## config.mk

```make
export PLATFORM = sky130hd
export DESIGN_NAME = psd_divider
export DESIGN_NICKNAME = d
export VERILOG_FILES = /design/src/rtl/psd_pkg.sv /design/src/rtl/psd_main_cnt.sv /design/src/rtl/psd_swallow_cnt.sv /design/src/rtl/psd_divider.sv
export SDC_FILE = /design/constraint.sdc
export NUM_CORES = 1
export LEC_CHECK = 0
export BUFFER_PORTS_ARGS = -buffer_cell sky130_fd_sc_hd__buf_2
export CAP_MARGIN = 40
export CELL_PAD_IN_SITES_DETAIL_PLACEMENT = 0
export CELL_PAD_IN_SITES_GLOBAL_PLACEMENT = 1
export CORE_MARGIN = 2
export CORE_UTILIZATION = 45
export DETAILED_ROUTE_END_ITERATION = 6
export PLACE_DENSITY_LB_ADDON = 0.1
export SYNTH_ARGS = -nofsm -noshare
export SYNTH_HDL_FRONTEND = slang
export SYNTH_HIERARCHICAL = 1
export SYNTH_SLANG_ARGS = --single-unit
```

## constraint.sdc

```tcl
create_clock -name clk -period 6 [get_ports clk]
set_clock_uncertainty 0.2 [all_clocks]
set_input_delay 0.6 -clock clk [delete_from_list [all_inputs] [get_ports clk]]
set_output_delay 0.6 -clock clk [all_outputs]
set_load 0.02 [all_outputs]
```

## src/rtl/psd_pkg.sv

```systemverilog
package psd_pkg;
  localparam int A_W    = 7;
  localparam int N_W    = 11;
  localparam int WORD_W = A_W + N_W;
  localparam int N_MIN  = 16;

  typedef logic [A_W-1:0]    swl_t;
  typedef logic [N_W-1:0]    mainc_t;
  typedef logic [WORD_W-1:0] word_t;

  // swallow count sits in the low bits of the word
  function automatic swl_t word_a(word_t w);
    return w[A_W-1:0];
  endfunction

  // main count sits above it
  function automatic mainc_t word_n(word_t w);
    return w[WORD_W-1:A_W];
  endfunction

  // a setting is unusable when the swallow phase cannot fit in the frame
  function automatic logic cfg_bad(swl_t a, mainc_t n);
    mainc_t a_ext;
    a_ext = mainc_t'(a);
    return (a_ext >= n) || (n < mainc_t'(N_MIN));
  endfunction
endpackage

```

## src/rtl/psd_main_cnt.sv

```systemverilog
module psd_main_cnt #(
  parameter int N_W = psd_pkg::N_W
) (
  input  logic           clk,
  input  logic           rst_n,
  input  logic [N_W-1:0] n_val,
  output logic           reload,
  output logic           fp_pulse
);
  logic [N_W-1:0] n_rem;
  logic           primed;
  logic           last_prd;

  // current prescaler period is the final one of the frame
  assign last_prd = (n_rem <= N_W'(1));
  assign reload   = last_prd || !primed;

  always_ff @(posedge clk or negedge rst_n) begin
    if (!rst_n) begin
      n_rem    <= '0;
      primed   <= 1'b0;
      fp_pulse <= 1'b0;
    end else begin
      primed   <= 1'b1;
      fp_pulse <= primed && last_prd;
      if (reload) n_rem <= n_val;
      else        n_rem <= n_rem - N_W'(1);
    end
  end

  AST_N_DOWN: assert property (@(posedge clk) disable iff (!rst_n)
    !reload |=> n_rem == ($past(n_rem) - N_W'(1)));
  AST_FP_SINGLE: assert property (@(posedge clk) disable iff (!rst_n)
    (fp_pulse && n_rem > N_W'(1)) |=> !fp_pulse);
  AST_NO_FIRST_FP: assert property (@(posedge clk) disable iff (!rst_n)
    !primed |=> !fp_pulse);
endmodule

```

## src/rtl/psd_swallow_cnt.sv

```systemverilog
module psd_swallow_cnt #(
  parameter int A_W = psd_pkg::A_W
) (
  input  logic           clk,
  input  logic           rst_n,
  input  logic           load,
  input  logic [A_W-1:0] a_val,
  output logic           mod_hi
);
  logic [A_W-1:0] a_rem;
  logic           swl_done;

  assign swl_done = (a_rem == '0);
  assign mod_hi   = !swl_done;

  always_ff @(posedge clk or negedge rst_n) begin
    if (!rst_n)         a_rem <= '0;
    else if (load)      a_rem <= a_val;
    else if (!swl_done) a_rem <= a_rem - A_W'(1);
  end

  AST_A_DOWN: assert property (@(posedge clk) disable iff (!rst_n)
    (mod_hi && !load) |=> a_rem == ($past(a_rem) - A_W'(1)));
  AST_MOD_HOLD_LOW: assert property (@(posedge clk) disable iff (!rst_n)
    (!mod_hi && !load) |=> !mod_hi);
endmodule

```

## src/rtl/psd_divider.sv

```systemverilog
module psd_divider
  import psd_pkg::*;
(
  input  logic              clk,
  input  logic              rst_n,
  input  logic [WORD_W-1:0] div_word,
  output logic              mod_hi,
  output logic              fp_pulse,
  output logic              cfg_err
);
  logic   reload;
  swl_t   a_in;
  mainc_t n_in;

  assign a_in = word_a(div_word);
  assign n_in = word_n(div_word);

  psd_main_cnt #(.N_W(N_W)) u_main (
    .clk(clk), .rst_n(rst_n), .n_val(n_in),
    .reload(reload), .fp_pulse(fp_pulse)
  );

  psd_swallow_cnt #(.A_W(A_W)) u_swl (
    .clk(clk), .rst_n(rst_n), .load(reload),
    .a_val(a_in), .mod_hi(mod_hi)
  );

  always_ff @(posedge clk or negedge rst_n) begin
    if (!rst_n)      cfg_err <= 1'b0;
    else if (reload) cfg_err <= cfg_bad(a_in, n_in);
  end

  AST_CFG_STABLE: assert property (@(posedge clk) disable iff (!rst_n)
    !reload |=> $stable(cfg_err));
  AST_FRAME_ERR_MOD: assert property (@(posedge clk) disable iff (!rst_n)
    (reload && (mainc_t'(a_in) >= n_in) && n_in != '0) |=> mod_hi);
endmodule

```

### Word level (Yosys, flattened, before mapping)

Cells that the tools add are included.

* add/sub/neg operators: 2
* mux-type cells: 3
* reductions and logical operators: 6
* equal/unequal tests: 1
* magnitude comparators: 3

Operators with widths (count)
* $mux 7: 2
* $ge 7x11->1: 1
* $le 11x1->1 const B: 1
* $lt 11x5->1 const B: 1
* $mux 11: 1
* $sub 11x1->11 const B: 1
* $logic_not 7->1: 1
* $sub 7x1->7 const B: 1
* $logic_not 1->1: 2
* $logic_or 1x1->1: 2
* $ne 2x2->1 const B: 1
* $logic_and 1x1->1: 1

* input bits: 20
* flip-flop bits (word level): 21

### Logic depth before layout (Yosys ltp)

* word-level depth: 3
* depth in mapped cells: 9

### By module

Netlist, hierarchy kept.

Modules (own cells, without submodules)
* psd_main_cnt: area an instance 748.2 um^2, cells each 77, times used 1
* psd_swallow_cnt: area an instance 430.4 um^2, cells each 45, times used 1
* psd_divider: area an instance 226.5 um^2, cells each 28, times used 1

### Least setup slack after synthesis

No wires, ideal clock.

* path type: reg2out
* start point: register u_swl.a_rem[3]
* end point: output mod_hi
* required time: 5.200 ns
* buffers on the path: 0
* cell stages (with the launch flop): 4
* path slack: 3.891 ns
* data arrival time: 1.309 ns
* cells stage by stage: dfrtp_1 > or4_4 > nor2_1 > inv_1

* longest elaborated chain between the ends: 2

RTL lines
* from (decl): line psd_swallow_cnt.sv:10 `logic [A_W-1:0] a_rem;`
* from (signal assigned): line psd_swallow_cnt.sv:18 `else if (load) a_rem <= a_val;`
* from (signal assigned): line psd_swallow_cnt.sv:19 `else if (!swl_done) a_rem <= a_rem - A_W'(1);`
* $logic_not 7->1: line psd_swallow_cnt.sv:13 `assign swl_done = (a_rem == '0);`
* $logic_not 1->1: line psd_swallow_cnt.sv:14 `assign mod_hi = !swl_done;`
* to (decl): line psd_divider.sv:7 `output logic mod_hi,`

Every way passes these cells.

### Worst setup path after layout

Ends and elaborated chain as after synthesis.

==> run_summary.xml <==
<?xml version="1.0" encoding="UTF-8"?>
<metrics>
  <group name="cts">
    <metric name="root_buffer" unit="">sky130_fd_sc_hd__clkbuf_4</metric>
    <metric name="cts-htree-levels" unit="">1</metric>
    <metric name="cts.reportedPaths.clkPinSlew" unit="ps">120</metric>
    <metric name="cts_setup_buffers" unit="">0</metric>
    <metric name="tritoncts.num_buffers" unit="">3</metric>
    <metric name="tritoncts_num_sinks" unit="">21</metric>
    <metric name="cts_tree" unit="">done</metric>
    <metric name="cts_hold_repair.buffers" unit="">0</metric>
    <metric name="max-clock-path-buffers" unit="">2</metric>
    <metric name="cts_resized" unit="">0</metric>
    <metric name="worst_skew_pair_latency" unit="ps">310</metric>
  </group>
  <group name="placed_design">
    <metric name="placement.io_buffers" unit="">22</metric>
    <metric name="gpl.final_weighted_congestion" unit="">0.791</metric>
    <metric name="hpwlAfterDp" unit="mm">2.31</metric>
  </group>
  <group name="synthesis">
    <metric name="syn_area_per_cell" unit="µm²">9.37</metric>
    <metric name="postSynthNetCount" unit="">181</metric>
    <metric name="synth_seq_area_share" unit="%">37.4</metric>
    <metric name="post_synth_mux_area_share" unit="%">0.712</metric>
    <metric name="dominant_synthesized_flop_cell" unit="">sky130_fd_sc_hd__dfrtp_1</metric>
    <metric name="post_synth_xor_area_fraction" unit="%">5.61</metric>
    <metric name="largest_family_of_logic_cells_by_synthesized_area" unit="">simple AND/OR/NAND/NOR gates</metric>
    <metric name="synth_area_leader_cell" unit="">sky130_fd_sc_hd__dfrtp_1</metric>
    <metric name="post_synth_main_area_contributors" unit="">sky130_fd_sc_hd__dfrtp_1, sky130_fd_sc_hd__ha_1, sky130_fd_sc_hd__xnor2_1, sky130_fd_sc_hd__inv_1, sky130_fd_sc_hd__nand2_1</metric>
    <metric name="compound_gate_fraction_of_synth_area" unit="%">17.2</metric>
    <metric name="synth_simple_gate_area_share" unit="%">23.7</metric>
    <metric name="synth.cell_area" unit="µm²">1410</metric>
    <metric name="yosys_warnings" unit="">6</metric>
    <metric name="postSynthRegisterBits" unit="">21</metric>
    <metric name="post_synth_fa_ha_maj_area_fraction" unit="%">9.80</metric>
    <metric name="post_synth_num_cell_types" unit="">48</metric>
    <metric name="synth_edf_count" unit="">0</metric>
    <metric name="syn-instance-count" unit="">150</metric>
    <metric name="synth_largest_type_area_fraction" unit="%">37.4</metric>
    <metric name="ys_async_rst_share" unit="%">100</metric>
  </group>
  <group name="die">
    <metric name="dieArea" unit="µm²">3590</metric>
    <metric name="starting_density_of_the_core" unit="%">46.8</metric>
    <metric name="die_x" unit="µm">59.9</metric>
    <metric name="dieHeight" unit="µm">59.9</metric>
    <metric name="floorplan.io_pins" unit="">23</metric>
    <metric name="rows" unit="">20</metric>
    <metric name="core_region_area" unit="µm²">3000</metric>
  </group>
  <group name="global_routing">
    <metric name="grt.total_usage" unit="%">18.7</metric>
    <metric name="grt_antenna_before_repair" unit="">0</metric>
    <metric name="grt_pass1_vias" unit="">1163</metric>
    <metric name="grt.overflow.total" unit="">0</metric>
    <metric name="first_pass_grt_wire_length" unit="mm">5.06</metric>
    <metric name="grt_max_degree" unit="">22</metric>
  </group>
  <group name="critical_path">
    <metric name="critPathRequiredTime" unit="ps">5200</metric>
    <metric name="worst_path_arrival" unit="ps">1880</metric>
    <metric name="critical_path_class" unit="">register to output pin</metric>
    <metric name="reg2reg_depth" unit="">5</metric>
    <metric name="crit_path_start_kind" unit="">register</metric>
    <metric name="critPathCaptureType" unit="">output pin</metric>
    <metric name="cp_max_fo" unit="">5</metric>
  </group>
  <group name="pwr">
    <metric name="clockPowerShare" unit="%">20.7</metric>
    <metric name="power.leakage" unit="µW">0.000720</metric>
    <metric name="vdd_drop_max" unit="mV">0.125</metric>
    <metric name="power.switching" unit="µW">117</metric>
    <metric name="powerDensity" unit="nW/µm²">220</metric>
    <metric name="sequential_cell_fraction_of_total_power" unit="%">52.6</metric>
    <metric name="cell_internal_pwr" unit="µW">229</metric>
    <metric name="power.switching_fraction" unit="%">33.9</metric>
    <metric name="power.combinational.fraction" unit="%">26.7</metric>
  </group>
  <group name="sta">
    <metric name="slew_headroom" unit="%">57.5</metric>
    <metric name="report.final.hold_viol_count" unit="">0</metric>
    <metric name="setup_tns" unit="ps">0</metric>
    <metric name="setup_viol_count_final" unit="">0</metric>
    <metric name="fin_hold_ws" unit="ps">21.6</metric>
    <metric name="tightest_slew" unit="ps">637</metric>
    <metric name="final_min_period_over_clock_period" unit="%">44.6</metric>
    <metric name="rsz0062_at_grt" unit="">false</metric>
    <metric name="final_max_slew_viol_count" unit="">0</metric>
    <metric name="fmax" unit="MHz">374</metric>
    <metric name="layout_min_cycle_time" unit="ps">2680</metric>
  </group>
  <group name="route">
    <metric name="drc_errors" unit="">0</metric>
    <metric name="routed_via_density" unit="">5.49</metric>
    <metric name="wl" unit="mm">2.84</metric>
    <metric name="antenna_violating_nets_post_route" unit="">0</metric>
    <metric name="drt_iter0_drc" unit="">39</metric>
    <metric name="dr_total_vias" unit="">1137</metric>
    <metric name="firstDrtPassIters" unit="">4</metric>
    <metric name="routed_wl_per_cell" unit="µm">13.7</metric>
  </group>
  <group name="cells_and_area">
    <metric name="fill_cells" unit="">284</metric>
    <metric name="area_delta_synth_final" unit="%">12.2</metric>
    <metric name="antenna_diode_count" unit="">0</metric>
    <metric name="finalNetCount" unit="">206</metric>
    <metric name="layout_cell_share_with_drive_strength_beyond_1" unit="%">21.3</metric>
    <metric name="final_core_util" unit="%">52.5</metric>
  </group>
  <group name="run_status">
    <metric name="status" unit="">completed</metric>
  </group>
  <group name="job">
    <metric name="cap_viol_max_count" unit="">0</metric>
  </group>
  <group name="min_path">
    <metric name="worstHoldPathType" unit="">primary input to async pin</metric>
  </group>
</metrics>
-- worst max-delay path, stage by stage (launching register included) --
cell                      delay, ps
sky130_fd_sc_hd__dfrtp_1        460
sky130_fd_sc_hd__or4_4          590
sky130_fd_sc_hd__nor2_1         300
sky130_fd_sc_hd__inv_1           60
sky130_fd_sc_hd__buf_2          160
-- sequential cells by signal (all words and copies together) (netlist names) --
signal / flops
u_main/n_rem: 11
u_main/primed: 1
u_main/fp_pulse: 1
cfg_err: 1
u_swl/a_rem: 7
-- cells by family after synthesis --
logic type	Yosys count
AOI/OAI and AO/OA	35
xor gates and xnor gates	9
adders and majority gates	11
buffers and inverters	17
DFF	21
muxes	1
other	1
and+or+nand+nor	55
-- path summary, 6_finish.rpt --
check                                   to       startpoint  slack, ps
setup / recovery                    mod_hi   u_swl/a_rem[3]       3320
hold / removal              u_swl/a_rem[4]            rst_n         20
setup reg to reg                   cfg_err  u_main/n_rem[3]       3610
hold reg to reg            u_main/n_rem[9]    u_main/primed        360
max in group asynchronous  u_main/n_rem[0]            rst_n       5260
min in group clk            u_swl/a_rem[0]      div_word[0]        300
-- power by group through the flow --
stage	clock network, µW	logic [µW]	registers, µW
6_report	71.7	92.3	182
5_1_grt	82.0	107	186
4_1_cts	74.8	93.6	182
3_5_place_dp	0	92.8	185
3_3_place_gp	0	90.2	184
2_1_floorplan	0	68.4	180
-- cell usage after synthesis (4+ instances only) --
| master | number |
|---|---|
| sky130_fd_sc_hd__a21oi_1 | 4 |
| sky130_fd_sc_hd__and2_1 | 4 |
| sky130_fd_sc_hd__dfrtp_1 | 21 |
| sky130_fd_sc_hd__ha_1 | 11 |
| sky130_fd_sc_hd__inv_1 | 14 |
| sky130_fd_sc_hd__nand2_1 | 14 |
| sky130_fd_sc_hd__nand2b_1 | 4 |
| sky130_fd_sc_hd__nor2_1 | 8 |
| sky130_fd_sc_hd__nor3_1 | 5 |
| sky130_fd_sc_hd__o21ai_0 | 10 |
| sky130_fd_sc_hd__o31ai_1 | 4 |
| sky130_fd_sc_hd__xnor2_1 | 8 |
-- metrics by stage --
| stage | cell area [µm²] | worst slack, ps | std cells | power, µW |
|---|---|---|---|---|
| 4_1_cts | 1580 | 3320 | 207 | 350 |
| 6_report | 1580 | 3320 | 207 | 346 |
| 2_1_floorplan | 1410 | 3890 | 150 | 248 |
| 3_3_place_gp | 1530 | 3420 | 202 | 274 |
| 5_1_grt | 1580 | 3210 | 207 | 375 |
| 3_5_place_dp | 1550 | 3620 | 203 | 278 |
-- metal layers --
| metal | share of wire (%) | track usage, % | vias up | wire (µm) |
|---|---|---|---|---|
| li1 | - | - | 583 | - |
| met4 | 1.6 | 6.67 | 0 | 45 |
| met5 | 0 | 0 | - | 0 |
| met3 | 4.8 | 3.25 | 5 | 136 |
| met1 | 51 | 25.9 | 525 | 1440 |
| met2 | 43 | 29.2 | 24 | 1220 |
-- cell usage in the layout, fill, tap and decap left out, types with 2 or more instances in the layout --
cell type                   n
sky130_fd_sc_hd__buf_2     22
sky130_fd_sc_hd__dfrtp_1   21
sky130_fd_sc_hd__inv_1     14
sky130_fd_sc_hd__nand2_1   14
sky130_fd_sc_hd__ha_1      11
sky130_fd_sc_hd__o21ai_0   10
sky130_fd_sc_hd__nor2_1     8
sky130_fd_sc_hd__xnor2_1    8
sky130_fd_sc_hd__nor3_1     5
sky130_fd_sc_hd__nand2b_1   4
sky130_fd_sc_hd__a21oi_1    4
sky130_fd_sc_hd__and2_1     4
sky130_fd_sc_hd__o31ai_1    4
sky130_fd_sc_hd__nor4_1     3
sky130_fd_sc_hd__clkbuf_4   3
sky130_fd_sc_hd__o21ai_2    3
sky130_fd_sc_hd__nand4_1    2
sky130_fd_sc_hd__a211oi_1   2
sky130_fd_sc_hd__nor3b_1    2
-- final cells by class --
type	instances	area, µm²	share of cell area (%)
multi-input cells	112	805	51.0
flip-flops and latches	21	526	33.3
repair buffers	23	125	7.94
inverters	14	52.6	3.33
well taps	33	41.3	2.62
clock buffers	3	22.5	1.43
clock inverters	1	5.00	0.317
(Power assumes the default switching activity.)
